==> src/rtl/mpb_pkg.sv <==
package mpb_pkg;

    localparam int HALF_W   = 16;
    localparam int WORD_W   = 2 * HALF_W;
    localparam int FIELD_W  = 5;

    typedef enum logic [2:0] {
        OP_IDLE,
        OP_PAGE_WR,
        OP_PAGE_RD,
        OP_LOW_WR,
        OP_LOW_RD,
        OP_HIGH_WR,
        OP_HIGH_RD,
        OP_SPARE_RD
    } mpb_op_e;

    typedef struct packed {
        mpb_op_e             op;
        logic [HALF_W-1:0]   data;
    } mpb_cmd_t;

    function automatic logic is_read_op(input mpb_op_e op);
        return (op == OP_PAGE_RD) || (op == OP_HIGH_RD) || (op == OP_SPARE_RD);
    endfunction

endpackage

==> src/rtl/mpb_decode.sv <==
module mpb_decode
    import mpb_pkg::*;
#(
    parameter int PHY_ADDR = 31,
    parameter int PAGE_REG = 31,
    parameter int HIGH_REG = 16,
    parameter int SEL_W    = 4
) (
    input  logic               valid,
    input  logic               write,
    input  logic [FIELD_W-1:0] phy,
    input  logic [FIELD_W-1:0] regnum,
    input  logic [HALF_W-1:0]  wdata,
    output mpb_cmd_t           cmd,
    output logic [SEL_W-1:0]   sel
);

    localparam int                 LOW_N    = 1 << SEL_W;
    localparam logic [FIELD_W-1:0] PHY_SEL  = FIELD_W'(PHY_ADDR);
    localparam logic [FIELD_W-1:0] PAGE_SEL = FIELD_W'(PAGE_REG);
    localparam logic [FIELD_W-1:0] HIGH_SEL = FIELD_W'(HIGH_REG);

    logic addressed;

    assign addressed = valid && (phy == PHY_SEL);
    assign sel       = regnum[SEL_W-1:0];

    always_comb begin
        cmd.op   = OP_IDLE;
        cmd.data = wdata;
        if (addressed) begin
            if (regnum == PAGE_SEL) begin
                cmd.op = write ? OP_PAGE_WR : OP_PAGE_RD;
            end else if (regnum == HIGH_SEL) begin
                cmd.op = write ? OP_HIGH_WR : OP_HIGH_RD;
            end else if (int'(regnum) < LOW_N) begin
                cmd.op = write ? OP_LOW_WR : OP_LOW_RD;
            end else if (!write) begin
                cmd.op = OP_SPARE_RD;
            end
        end
    end

endmodule

==> src/rtl/mpb_page_state.sv <==
module mpb_page_state
    import mpb_pkg::*;
#(
    parameter int PAGE_W = 10,
    parameter int SEL_W  = 4
) (
    input  logic              clk,
    input  logic              rst,
    input  mpb_cmd_t          cmd,
    input  logic [SEL_W-1:0]  sel,
    output logic [PAGE_W-1:0] page,
    output logic [SEL_W-1:0]  wsel,
    output logic [HALF_W-1:0] low_hold
);

    always_ff @(posedge clk) begin
        if (rst) begin
            page     <= '0;
            wsel     <= '0;
            low_hold <= '0;
        end else begin
            case (cmd.op)
                OP_PAGE_WR: page <= cmd.data[PAGE_W-1:0];
                OP_LOW_WR: begin
                    wsel     <= sel;
                    low_hold <= cmd.data;
                end
                OP_LOW_RD: wsel <= sel;
                default: ;
            endcase
        end
    end

endmodule

==> src/rtl/mpb_bus_master.sv <==
module mpb_bus_master
    import mpb_pkg::*;
#(
    parameter int PAGE_W = 10,
    parameter int SEL_W  = 4
) (
    input  logic                    clk,
    input  logic                    rst,
    input  mpb_cmd_t                cmd,
    input  logic [SEL_W-1:0]        sel,
    input  logic [PAGE_W-1:0]       page,
    input  logic [SEL_W-1:0]        wsel,
    input  logic [HALF_W-1:0]       low_hold,
    input  logic [HALF_W-1:0]       rdata_hi,
    output logic [PAGE_W+SEL_W+1:0] bus_addr,
    output logic [WORD_W-1:0]       bus_wdata,
    output logic                    bus_we,
    output logic                    bus_re,
    output logic [HALF_W-1:0]       kept_hi
);

    always_ff @(posedge clk) begin
        if (rst) begin
            bus_addr  <= '0;
            bus_wdata <= '0;
            bus_we    <= 1'b0;
            bus_re    <= 1'b0;
            kept_hi   <= '0;
        end else begin
            bus_we <= (cmd.op == OP_HIGH_WR);
            bus_re <= (cmd.op == OP_LOW_RD);
            if (cmd.op == OP_HIGH_WR) begin
                bus_addr  <= {page, wsel, 2'b00};
                bus_wdata <= {cmd.data, low_hold};
            end else if (cmd.op == OP_LOW_RD) begin
                bus_addr  <= {page, sel, 2'b00};
            end
            if (bus_re) begin
                kept_hi <= rdata_hi;
            end
        end
    end

endmodule

==> src/rtl/mpb_responder.sv <==
module mpb_responder
    import mpb_pkg::*;
#(
    parameter int PAGE_W = 10
) (
    input  logic              clk,
    input  logic              rst,
    input  mpb_op_e           op,
    input  logic              fetch,
    input  logic [PAGE_W-1:0] page,
    input  logic [HALF_W-1:0] kept_hi,
    input  logic [HALF_W-1:0] rdata_lo,
    output logic [HALF_W-1:0] mdio_rdata,
    output logic              mdio_rvalid
);

    logic [HALF_W-1:0] page_ext;

    generate
        if (PAGE_W < HALF_W) begin : g_pad
            assign page_ext = {{(HALF_W - PAGE_W){1'b0}}, page};
        end else begin : g_trim
            assign page_ext = page[HALF_W-1:0];
        end
    endgenerate

    always_ff @(posedge clk) begin
        if (rst) begin
            mdio_rdata  <= '0;
            mdio_rvalid <= 1'b0;
        end else begin
            mdio_rvalid <= fetch || is_read_op(op);
            if (fetch) begin
                mdio_rdata <= rdata_lo;
            end else begin
                case (op)
                    OP_PAGE_RD:  mdio_rdata <= page_ext;
                    OP_HIGH_RD:  mdio_rdata <= kept_hi;
                    OP_SPARE_RD: mdio_rdata <= '0;
                    default: ;
                endcase
            end
        end
    end

endmodule

==> src/rtl/mdio_page_bridge.sv <==
module mdio_page_bridge
    import mpb_pkg::*;
#(
    parameter int PHY_ADDR = 31,
    parameter int PAGE_REG = 31,
    parameter int HIGH_REG = 16,
    parameter int PAGE_W   = 10,
    parameter int SEL_W    = 4
) (
    input  logic                    clk,
    input  logic                    rst,
    input  logic                    mdio_valid,
    input  logic                    mdio_write,
    input  logic [FIELD_W-1:0]      mdio_phy,
    input  logic [FIELD_W-1:0]      mdio_reg,
    input  logic [HALF_W-1:0]       mdio_wdata,
    output logic [HALF_W-1:0]       mdio_rdata,
    output logic                    mdio_rvalid,
    output logic [PAGE_W+SEL_W+1:0] bus_addr,
    output logic [WORD_W-1:0]       bus_wdata,
    output logic                    bus_we,
    output logic                    bus_re,
    input  logic [WORD_W-1:0]       bus_rdata
);

    mpb_cmd_t          cmd;
    logic [SEL_W-1:0]  sel;
    logic [PAGE_W-1:0] page;
    logic [SEL_W-1:0]  wsel;
    logic [HALF_W-1:0] low_hold;
    logic [HALF_W-1:0] kept_hi;

    mpb_decode #(
        .PHY_ADDR(PHY_ADDR),
        .PAGE_REG(PAGE_REG),
        .HIGH_REG(HIGH_REG),
        .SEL_W   (SEL_W)
    ) u_decode (
        .valid (mdio_valid),
        .write (mdio_write),
        .phy   (mdio_phy),
        .regnum(mdio_reg),
        .wdata (mdio_wdata),
        .cmd   (cmd),
        .sel   (sel)
    );

    mpb_page_state #(
        .PAGE_W(PAGE_W),
        .SEL_W (SEL_W)
    ) u_state (
        .clk     (clk),
        .rst     (rst),
        .cmd     (cmd),
        .sel     (sel),
        .page    (page),
        .wsel    (wsel),
        .low_hold(low_hold)
    );

    mpb_bus_master #(
        .PAGE_W(PAGE_W),
        .SEL_W (SEL_W)
    ) u_bus (
        .clk      (clk),
        .rst      (rst),
        .cmd      (cmd),
        .sel      (sel),
        .page     (page),
        .wsel     (wsel),
        .low_hold (low_hold),
        .rdata_hi (bus_rdata[WORD_W-1:HALF_W]),
        .bus_addr (bus_addr),
        .bus_wdata(bus_wdata),
        .bus_we   (bus_we),
        .bus_re   (bus_re),
        .kept_hi  (kept_hi)
    );

    mpb_responder #(
        .PAGE_W(PAGE_W)
    ) u_resp (
        .clk        (clk),
        .rst        (rst),
        .op         (cmd.op),
        .fetch      (bus_re),
        .page       (page),
        .kept_hi    (kept_hi),
        .rdata_lo   (bus_rdata[HALF_W-1:0]),
        .mdio_rdata (mdio_rdata),
        .mdio_rvalid(mdio_rvalid)
    );

endmodule

==> config.mk <==
export PLATFORM = sky130hd
export DESIGN_NAME = mdio_page_bridge
export DESIGN_NICKNAME = d
export VERILOG_FILES = /design/src/rtl/mpb_pkg.sv /design/src/rtl/mpb_decode.sv /design/src/rtl/mpb_page_state.sv /design/src/rtl/mpb_bus_master.sv /design/src/rtl/mpb_responder.sv /design/src/rtl/mdio_page_bridge.sv
export SDC_FILE = /design/constraint.sdc
export NUM_CORES = 1
export LEC_CHECK = 0
export BUFFER_PORTS_ARGS = -buffer_cell sky130_fd_sc_hd__buf_4
export CORE_MARGIN = 2
export CORE_UTILIZATION = 40
export DETAILED_ROUTE_END_ITERATION = 6
export HOLD_SLACK_MARGIN = 0.1
export PLACE_DENSITY_LB_ADDON = 0.2
export SYNTH_ARGS = -nofsm -noshare
export SYNTH_HDL_FRONTEND = slang
export SYNTH_HIERARCHICAL = 1
export SYNTH_SLANG_ARGS = --single-unit
==> constraint.sdc <==
create_clock -name clk -period 2.5 [get_ports clk]
set_clock_uncertainty 0.1 [all_clocks]
set_input_delay 0.375 -clock clk [delete_from_list [all_inputs] [get_ports clk]]
set_output_delay 0.375 -clock clk [all_outputs]
set_load 0.02 [all_outputs]
Word-level counts from Yosys, hierarchy flattened. Cells that the tools add are included. Widths: inputs -> output; s select.

Input port bits: 62. Logic and storage cells: 40. Bits in registers: 111.

Magnitude comparators: 1. Reduce and logical (&&, ||, !) cells: 7. Mux-type cells: 12. Equal/unequal tests: 10.

Operators with widths (count): $mux 16 (3); $pmux 16 s3 (1); $mux 3 (6); $eq 5x5->1 const B (3); $eq 3x3->1 const B (4); $eq 3x2->1 const B (2); $lt 5x5->1 const B (1); $mux 2 (2); $reduce_bool 4->1 (1); $eq 3x1->1 const B (1); $logic_or 1x1->1 (3); $reduce_bool 2->1 (1); $reduce_or 2->1 (1); $logic_and 1x1->1 (1).

Longest topological paths before layout. Gate-level depths: netlist of run 1.

Depth after elaboration: 9. Depth in mapped cells: 10. Gate-level depth less buffers: 8.

By module. The synthesis of run 1 kept the hierarchy.

Modules (own cells, without submodules): mpb_bus_master (area each 2391.0 µm², cells an instance 263, instances 1); mpb_page_state (area each 1119.8 µm², cells an instance 122, instances 1); mpb_responder (area each 824.5 µm², cells an instance 87, instances 1); mpb_decode (area each 277.8 µm², cells an instance 38, instances 1).

Worst setup path before layout of run 1. OpenSTA, ideal clock, no wires.

Kind: input port to flip-flop. Start point: input mdio_reg[1]. End point: register u_resp.mdio_rdata[5]. Stages on the path: 7. Path slack: 0.017 ns. Arrival: 2.324 ns. Library setup time: 0.059 ns. Path through: or4b_1 -> mux2i_1 -> mux2i_1 -> nor2_1 -> nand2b_1 -> a211oi_2 -> a221o_2.

RTL lines: start, declared (line mdio_page_bridge.sv:15) `input logic [FIELD_W-1:0] mdio_reg,`; end signal, assigned (line mpb_responder.sv:34) `mdio_rdata <= rdata_lo;`; end signal, assigned (line mpb_responder.sv:37) `OP_PAGE_RD: mdio_rdata <= page_ext;`; end signal, assigned (line mpb_responder.sv:38) `OP_HIGH_RD: mdio_rdata <= kept_hi;`; end, declared (line mpb_responder.sv:13) `output logic [HALF_W-1:0] mdio_rdata,`.

==> summary.md, run 1 <==
| Metric | Value |
|---|---|
| Final Routed Wirelength | around 11000 µm |
| Total track usage | 0.171 |
| Area grow syn2layout | 26.8% |
| R2r setup slk | around 0.90 ns |
| Sequential area share after synthesis | 0.482 |
| Ant diodes | 0 |
| Post-synthesis cell type count | 35 |
| DRC violations left | 0 |
| RSZ-0062 raised after global routing | no |
| First-pass iteration count of the detailed router | 4 |
| Placeable Area | 0.0113 mm² |
| Die Wd | 111 µm |
| Fmax | around 430 MHz |
| Comb pwr share | 0.049 |
| Hold-critical path depth | 2 |
| Worst setup EP type | flop |
| Initial DRC Count | around 150 |
| Grt total ovfl | 0 |
| Tightest Pin Transition | about 0.7 ns |
| Die area | around 0.012 mm² |
| Dpl cell area | ~0.0055 mm² |
| Yosys warnings | 6 |
| Clock buffer depth | 2 |
| Mapped Cells | a little over 500 |
| IO Count | roughly 130 |
| Clock sink count | between 100 and 150 |
| Hold Path Class | input pin to flop |
| Min-Delay Endpoint | u_resp/mdio_rdata[4] |
| Mean Syn Cell Area | a little over 9 µm² |
| Clock share of power | 0.435 |
| TritonCTS buffer count | 9 |
| CTS clock-pin slew for the worst setup and hold paths | roughly 0.080 ns |
| Final worst path period share | 0.921 |
| Die height | between 100 and 150 µm |
| Run status | completed |
| Reg power frac | 0.517 |
| Via count | 3715 |
| Startpoint Class | input pin |
| R2r startpoint | u_bus/bus_re |
| Clk_lat worst skew | ~0.34 ns |
| Worst path required time | around 2.7 ns |
| Hold Worst Slack | approximately 0.15 ns |
| Setup Crit Path Kind | input pin to flop |
| Reg2reg end | u_resp/mdio_rdata[6] |
| Crit path arrival time | ~2.5 ns |
| Starting Density | 0.407 |
| H-tree levels | 3 |
| Max Cap Viol | 0 |
| Total leakage power | between 0.002 and 0.0025 µW |
| Synthesis-stage register bit count | about 110 |
| Antenna viol nets, final | 0 |
| Row cnt | 39 |
| Mapped cell area | between 0.004 and 0.005 mm² |
| Internal | between 2000 and 3000 µW |
| Max-slew headroom | 0.521 |
| Pins Over Slew Limit | 0 |
| Pwr/cell area | between 500 and 600 mW/mm² |
| Maximum VDD drop | approximately 0.31 mV |
| Layout Cells excl Fill | 761 |
| Number of antenna violations at the first check in global routing | 0 |
| DP Wirelength | about 7600 µm |
| First-pass GRT wire length | about 18000 µm |
| Clock period minus worst slack | between 2 and 2.5 ns |
| Final #Nets | 677 |
| Hold Startpoint | bus_rdata[4] |
| # placed instances | about 750 |
| Reg2Reg Depth | 3 |
| Finished Core Util | 0.517 |
| CTS tree | built |
| Switching Share | 0.225 |
| Final Hold Fails | 0 |
| Final-report setup violation count | 0 |
| Drt wl/cell | approximately 14 µm |
| Fill cells | approximately 1100 |
| GP Congestion | around 0.75 |
| Buffers on Ports | between 100 and 150 |
| Final instance area | between 0.005 and 0.006 mm² |
| Largest net degree at the start of global routing | just under 60 |
| Fraction of layout cells with a size suffix above 1 | 0.303 |
| Via-to-Cell Ratio | 4.88 |
| NetSw | a little under 800 µW |
| Hold_buf cts | 0 |
| Crit-path max FO | 10 |
| Number of global-route vias before repair | 3600 |
| Root buf cell | clkbuf_16 |
worst max-delay path by stage:
stage               slack [ns]         from              endpoint  cells past startpoint
floorplan                 0.02  mdio_reg[1]  u_resp/mdio_rdata[5]                      7
CTS                       0.11  mdio_reg[1]  u_resp/mdio_rdata[5]                      9
global placement         -0.16  mdio_reg[1]  u_resp/mdio_rdata[5]                      9
detailed placement       -0.24  mdio_reg[1]  u_resp/mdio_rdata[9]                      9
finish                    0.20  mdio_reg[1]  u_resp/mdio_rdata[3]                      9
global route              0.04  mdio_reg[1]  u_resp/mdio_rdata[6]                      9
metal layers:
| metal | global-route usage | up-vias | share of wire |
|---|---|---|---|
| met1 | 0.221 | 1748 | 0.46 |
| met5 | 0 | - | 0 |
| li1 | - | 1884 | - |
| met3 | 0.0316 | 6 | 0.037 |
| met2 | 0.296 | 77 | 0.50 |
| met4 | 0.0420 | 0 | 0.0070 |
layout by cell type (no fill, tap or decap), types with 3 or more instances in the layout:
cell type,netlist,routed
nand2_1,116,116
and3b_1,4,4
a211oi_1,4,4
a221oi_1,6,6
nor2b_1,3,3
a21oi_2,16,16
nand2b_1,10,10
mux2i_1,47,47
o21ai_0,7,7
a21oi_1,49,49
dfxtp_1,111,111
a221o_1,9,9
clkbuf_16,0,9
buf_12,0,3
buf_4,28,144
inv_1,10,10
nor2_1,46,46
synthesized netlist by cell type:
| master | instances | area [µm²] |
|---|---|---|
| a211oi_1 | 4 | 30.0 |
| a211oi_2 | 1 | 12.5 |
| a21oi_1 | 49 | 245 |
| a21oi_2 | 16 | 140 |
| a21oi_4 | 1 | 16.3 |
| a221o_1 | 9 | 90.1 |
| a221o_2 | 1 | 11.3 |
| a221oi_1 | 6 | 52.6 |
| and3b_1 | 4 | 35.0 |
| and4_1 | 1 | 8.76 |
| buf_1 | 1 | 3.75 |
| buf_2 | 9 | 45.0 |
| buf_4 | 28 | 210 |
| buf_6 | 9 | 101 |
| clkbuf_1 | 7 | 26.3 |
| conb_1 | 1 | 3.75 |
| dfxtp_1 | 111 | 2220 |
| dlymetal6s2s_1 | 1 | 12.5 |
| dlymetal6s4s_1 | 1 | 12.5 |
| ha_1 | 2 | 25.0 |
| inv_1 | 10 | 37.5 |
| mux2i_1 | 47 | 470 |
| nand2_1 | 116 | 435 |
| nand2b_1 | 10 | 62.6 |
| nand3_1 | 1 | 5.00 |
| nand3b_2 | 2 | 22.5 |
| nand4_1 | 1 | 6.26 |
| nor2_1 | 46 | 173 |
| nor2b_1 | 3 | 18.8 |
| nor3_1 | 1 | 5.00 |
| nor3b_1 | 1 | 7.51 |
| o21ai_0 | 7 | 35.0 |
| or2_2 | 1 | 6.26 |
| or4b_1 | 1 | 10.0 |
| or4b_4 | 1 | 13.8 |
through the flow:
step	worst slack [ns]	setup TNS, ns	total power, µW
2_1_floorplan	0.0172	0	1900
3_3_place_gp	-0.162	-1.90	1980
3_5_place_dp	-0.238	-3.30	1980
4_1_cts	0.114	0	3450
5_1_grt	0.0402	0	3550
6_report	0.197	0	3430
power by group through the flow:
stage,registers [µW],logic (µW),clock network [µW]
6_report,1770,167,1490
2_1_floorplan,1810,89.3,0
3_3_place_gp,1810,165,0
3_5_place_dp,1810,168,0
4_1_cts,1770,169,1520
5_1_grt,1770,182,1600
critical path, cell delays in order:
cell     delay [ns]
buf_4          0.11
or4b_1         0.53
mux2i_1        0.18
mux2i_1        0.21
nor2_1         0.07
buf_4          0.15
or4b_4         0.61
nor2_1         0.14
a221o_1        0.11
logic make-up (layout without fill, tap and decap cells):
kind of cell | count (synthesis) | in the layout | share of synthesized area
flip-flops | 111 | 111 | 0.482
AND/OR/NAND/NOR | 189 | 189 | 0.175
multiplexers | 47 | 47 | 0.102
buffers and inverters | 66 | 173 | 0.0974
other | 1 | 2 | 0.000813
adder cells (fa/ha/maj) | 2 | 2 | 0.00542
AO/OA/AOI/OAI | 94 | 94 | 0.137
layout make-up:
class	instances	area, µm²	area share
clock buffer	9	225	0.0385
sequential	111	2220	0.380
tap	143	179	0.0306
timing repair buffer	147	1140	0.195
clock inverter	7	86.3	0.0148
multi-input combinational	334	1960	0.335
inverter	10	37.5	0.00642
registers in the layout, summed over array words and instances (netlist names):
name	flops
u_bus/bus_wdata	32
u_bus/kept_hi	16
u_resp/mdio_rdata	16
u_state/low_hold	16
u_bus/bus_addr	14
u_state/page	10
u_state/wsel	4
u_bus/bus_re	1
u_bus/bus_we	1
u_resp/mdio_rvalid	1
repair_timing:
item / 4_1_cts / 5_1_grt
setup buffers: 0 / 0
resized for setup: 0 / 1
endpoints found under the hold margin: 0 / 0
endpoints found under the setup margin: 0 / 10
No activity file was read; power rests on OpenSTA's default activity.
==> inputs of run 2 (changes only) <==
- BUFFER_PORTS_ARGS: -buffer_cell sky130_fd_sc_hd__buf_4 -> default
- DONT_BUFFER_PORTS: default -> 1
==> run 2 against run 1 <==
Critical path depth did not move. Utilization fell by 2.6 points. Fmax fell by 4.3%. Critical endpoint is now u_bus/bus_addr[3]. Largest power group unchanged.
==> summary.md, run 2 (synthesized netlist as in run 1, its figures left out) <==
| Metric | Value |
|---|---|
| Run status | completed |
| Total track usage | 0.178 |
| Area of the multi-input gates | about 0.002 mm² |
| Fraction of layout cells with a size suffix above 1 | 0.119 |
| CTS tree | built |
| Clock sink count | approximately 110 |
| Maximum VDD drop | ~0.37 mV |
| H-tree levels | 3 |
| Via count | about 3500 |
| IO Count | 129 |
| Min-Delay Endpoint | u_bus/kept_hi[12] |
| Clock period minus worst slack | ~2.4 ns |
| Area grow syn2layout | 20.4% |
| Clock buffer depth | 2 |
| Hold-critical path depth | 2 |
| Hold Path Class | input pin to flop |
| First-pass iteration count of the detailed router | 4 |
| Pwr/cell area | between 600 and 700 mW/mm² |
| Fmax | 416 MHz |
| Final Routed Wirelength | approximately 11000 µm |
| GRT Max-Usage Layer | met2 |
| Startpoint Class | input pin |
| DRC violations left | 0 |
| Largest net degree at the start of global routing | 91 |
| Commonest non-fill, non-tap cell in the layout | nand2_1 |
| Initial DRC Count | ~200 |
| TritonCTS buffer count | 9 |
| Clk_lat worst skew | between 0.3 and 0.4 ns |
| CP Launch Point | mdio_reg[1] |
| Tightest Pin Transition | approximately 0.75 ns |
| GR Util met2 | 0.297 |
| R2r setup slk | 0.82 ns |
| Hold Startpoint | bus_rdata[28] |
| Placeable Area | about 0.011 mm² |
| Layout Cells excl Fill | roughly 690 |
| Commonest non-fill, non-tap cells in the layout | 116 x nand2_1, 111 x dfxtp_1, 56 x dlygate4sd3_1, 49 x a21oi_1, 47 x mux2i_1 |
| Number of antenna violations at the first check in global routing | 1 |
| Crit-path max FO | 9 |
| Reg2reg end | u_bus/kept_hi[11] |
| Starting Density | 0.407 |
| Setup Crit Path Kind | input pin to flop |
| Via-to-Cell Ratio | about 5.0 |
| Reg2Reg Depth | 4 |
| Max Cap Viol | 0 |
| DP Wirelength | 6840 µm |
| Hold Worst Slack | 0.111 ns |
| Drt wl/cell | 16.5 µm |
| Antenna viol nets, final | 0 |
| Die height | around 110 µm |
| Most flop-heavy register | u_bus/bus_wdata |
| Final #Nets | a little over 600 |
| Pwr Total | around 3400 µW |
| Die Wd | 111 µm |
| Final worst path period share | 0.962 |
| Total leakage power | around 0.0019 µW |
| # placed instances | between 600 and 700 |
| Worst path required time | roughly 2.7 ns |
| Buffers on Ports | 0 |
| Pins Over Slew Limit | 0 |
| Register area | approximately 0.0022 mm² |
| CTS clock-pin slew for the worst setup and hold paths | roughly 0.080 ns |
| Max FFs per register | 32 |
| Final-report setup violation count | 0 |
| Root buf cell | clkbuf_16 |
| R2r startpoint | u_bus/bus_re |
| Fill cells | 1103 |
| Grt total ovfl | 0 |
| Finished Core Util | 0.491 |
| Crit path arrival time | roughly 2.6 ns |
| Row cnt | 39 |
| RSZ-0062 raised after global routing | no |
| Max-slew headroom | 0.500 |
| Final Hold Fails | 0 |
| GR Util met1 | 0.215 |
| Worst setup EP type | flop |
| First-pass GRT wire length | about 18000 µm |
| Dpl ws | -0.0792 ns |
| GP Congestion | about 0.75 |
| Number of global-route vias before repair | between 3000 and 4000 |
| Die area | roughly 0.012 mm² |
| Met3 usage | 0.0512 |
| PnR worst setup slack | between 0.09 and 0.1 ns |
run 2: cell types whose count changed in the layout (fill, tap and decap cells not counted), sizes merged:
cell | previous run | this run
diode | 0 | 1
inv | 14 | 15
clkinvlp | 1 | 0
buf | 147 | 18
clkbuf | 9 | 12
dlygate4sd3 | 0 | 56
clkinv | 1 | 0
dlymetal6s4s | 0 | 1
run 2: stage by stage:
step,area (µm²),setup TNS (ns)
finish,5560,0
global route,5560,0
CTS,5450,0
detailed placement,4540,-0.629
global placement,4540,-0.106
floorplan,4620,0
run 2: critical path, cell delays in order:
cell	delay (ns)
or4b_1	0.53
mux2i_1	0.17
mux2i_1	0.22
nor2_1	0.06
buf_4	0.16
buf_4	0.16
mux2i_1	0.13
a211oi_2	0.21
dlygate4sd3_1	0.58
run 2: worst max-delay path by stage:
stage | to | slack, ns | cells after the start
after floorplan | u_resp/mdio_rdata[5] | 0.02 | 7
after global placement | u_resp/mdio_rdata[5] | -0.02 | 8
after detailed placement | u_resp/mdio_rdata[5] | -0.08 | 8
after CTS | u_bus/bus_addr[3] | 0.04 | 9
after global routing | u_bus/bus_addr[3] | 0.009 | 9
final | u_bus/bus_addr[3] | 0.09 | 9
run 2: cell type report:
class / count / share of cell area
diodes: 1 / 0.000450
inverters: 10 / 0.00676
well taps: 143 / 0.0322
flip-flops and latches: 111 / 0.400
multi-input cells: 334 / 0.355
clock buffers: 10 / 0.0430
repair buffers: 77 / 0.150
clock inverters: 6 / 0.0133
run 2: power by group:
group          internal (µW)  total [µW]  leakage, µW  switching (µW)
registers               1770        1770     0.000894            3.67
clock network            824        1510     0.000155             689
logic                   77.2         148     0.000893            70.8
total                   2670        3430      0.00194             764
run 2: metal layers:
metal / vias up / routed length, µm
met5: - / 0
met4: 0 / 240
met1: 1634 / 5070
li1: 1748 / -
met2: 88 / 5580
met3: 18 / 560
run 2: what timing repair did:
item / 4_1_cts / 5_1_grt
hold endpoints to repair: 111 / 2
setup endpoints to repair: 0 / 5
buffers inserted: 0 / 4
resized for setup: 0 / 7
hold buffers: 58 / 1
==> inputs of run 3 (changes only) <==
- clock period: 2.5 -> 2.95 ns (I/O delays scaled with it)
==> run 3 against run 2 <==
Combinational power down 60%. Die area unchanged. Count of clock-buffer cells in the layout unchanged. Worst hold slack better by 0.0079 ns. Flip-flop and latch count unchanged. Clock power down 11%. Power down 16%. First-iteration DRC count down 19%. Sequential share of layout area up 5.9 points. Worst setup slack better by 0.39 ns. Critical path depth down 1.
==> summary.md, run 3 (synthesized netlist as in run 1, its figures left out) <==
| Metric | Value |
|---|---|
| Hold-critical path depth | 2 |
| Row cnt | 39 |
| Reg2Reg Depth | 3 |
| Crit path arrival time | between 2 and 3 ns |
| Number of antenna violations at the first check in global routing | 0 |
| Largest net degree at the start of global routing | between 90 and 100 |
| Critical Path Stages | 8 |
| Hold Startpoint | mdio_wdata[10] |
| Clock period minus worst slack | 2.46 ns |
| Fin Setup TNS | 0 ns |
| Met2 wire len | approximately 5000 µm |
| CTS clock-pin slew for the worst setup and hold paths | 0.07 ns |
| Die Wd | 111 µm |
| Worst setup EP type | flop |
| Crit-path leading delay family | compound AO/OA/AOI/OAI gates |
| Tightest Pin Transition | 0.727 ns |
| H-tree levels | 3 |
| Die area | 0.0124 mm² |
| Via count | between 3000 and 4000 |
| Final Hold Fails | 0 |
| Crit-path max cell delay | 0.66 ns |
| Total track usage | 0.169 |
| Crit-path cells | or4b_1 -> mux2i_1 -> mux2i_1 -> nor2_1 -> buf_4 -> nand2b_1 -> a211oi_2 -> a221o_1 |
| Max Cap Viol | 0 |
| Finished Core Util | 0.428 |
| DRC violations left | 0 |
| CTS tree | built |
| Crit-path slowest cell | a211oi_2 |
| Post-CTS Setup Inserts | 0 |
| Antenna viol nets, final | 0 |
| DP Wirelength | between 6000 and 7000 µm |
| Clock sink count | ~110 |
| Commonest non-fill, non-tap cell in the layout | nand2_1 |
| Worst path required time | around 3.1 ns |
| GP Congestion | roughly 0.74 |
| CP Launch Point | mdio_reg[1] |
| Final Routed Wirelength | around 10000 µm |
| Number of global-route vias before repair | slightly above 3000 |
| Root buf cell | clkbuf_16 |
| Layout Cells excl Fill | roughly 620 |
| Buffers on Ports | 0 |
| Final-report setup violation count | 0 |
| Most used cell along the critical path | mux2i_1 |
| Ant diodes | 0 |
| Clk_lat worst skew | 0.35 ns |
| Final #Nets | 540 |
| TritonCTS buffer count | 9 |
| Die height | 111 µm |
| Crit-path max FO | 15 |
| RSZ-0062 raised after global routing | no |
| # placed instances | just over 600 |
| First-pass GRT wire length | 16600 µm |
| Startpoint Class | input pin |
| Max FFs per register | 32 |
| Total leakage power | roughly 0.0016 µW |
| Hold Path Class | input pin to flop |
| CP Buf/Inv Count | 1 |
| Pins Over Slew Limit | 0 |
| First-pass iteration count of the detailed router | 4 |
| Max-slew headroom | 0.514 |
| Met3 Routed Length | between 600 and 700 µm |
| Commonest non-fill, non-tap cells in the layout | 116 x nand2_1, 111 x dfxtp_1, 49 x a21oi_1, 47 x mux2i_1, 46 x nor2_1 |
| IO Count | approximately 130 |
| Via-to-Cell Ratio | around 5.1 |
| Top routing layer in use | met4 |
| Drt wl/cell | around 16 µm |
| Fmax | roughly 410 MHz |
| Grt total ovfl | 0 |
| Most flop-heavy register | u_bus/bus_wdata |
| Placeable Area | approximately 0.011 mm² |
| Starting Density | 0.407 |
| Pwr/cell area | roughly 600 mW/mm² |
| Fraction of layout cells with a size suffix above 1 | 0.104 |
| M1 wire length | between 4000 and 5000 µm |
| Final worst path period share | 0.835 |
| Initial DRC Count | 163 |
| Area grow syn2layout | 4.94% |
| Maximum VDD drop | between 0.3 and 0.4 mV |
| Run status | completed |
| R2r startpoint | u_bus/bus_re |
| Setup Crit Path Kind | input pin to flop |
| Clock buffer depth | 2 |
## run 3: routing by layer
| metal | GRT usage | vias to the layer above |
|---|---|---|
| met1 | 0.213 | 1495 |
| met4 | 0.0724 | 0 |
| met5 | 0 | - |
| met2 | 0.270 | 87 |
| li1 | - | 1610 |
| met3 | 0.0512 | 9 |
## run 3: repair_timing
item	CTS	global route
hold endpoints to repair	97	0
hold buffers	1	0
gates resized for setup	0	0
## run 3: worst paths after layout
path                          end  slack (ns)
max          u_resp/mdio_rdata[6]        0.49
max reg2reg  u_resp/mdio_rdata[6]        1.17
min reg2reg    u_bus/bus_wdata[8]        0.36
min          u_state/low_hold[10]        0.12
## run 3: metrics by stage
| stage | power, µW | setup WS (ns) | area [µm²] | hold WS, ns |
|---|---|---|---|---|
| global placement | 1570 | 0.265 | 4480 | 0.335 |
| detailed placement | 1570 | 0.164 | 4480 | 0.342 |
| CTS | 2940 | 0.538 | 4840 | 0.103 |
| finish | 2900 | 0.486 | 4840 | 0.119 |
| global route | 3020 | 0.420 | 4840 | 0.107 |
| floorplan | 1610 | 0.400 | 4620 | 0.332 |
## run 3: power breakdown
group	switching, µW	total [µW]	internal, µW
Clock	563	1340	772
Combinational	39.6	59.2	19.6
Sequential	3.11	1500	1500
## run 3: cell type report
type | count | area (µm²)
clock inverter | 6 | 92.6
tap | 143 | 179
inverter | 10 | 37.5
clock buffer | 10 | 239
timing repair buffer | 10 | 120
multi-input combinational | 334 | 1950
fill | 1121 | 6480
sequential | 111 | 2220
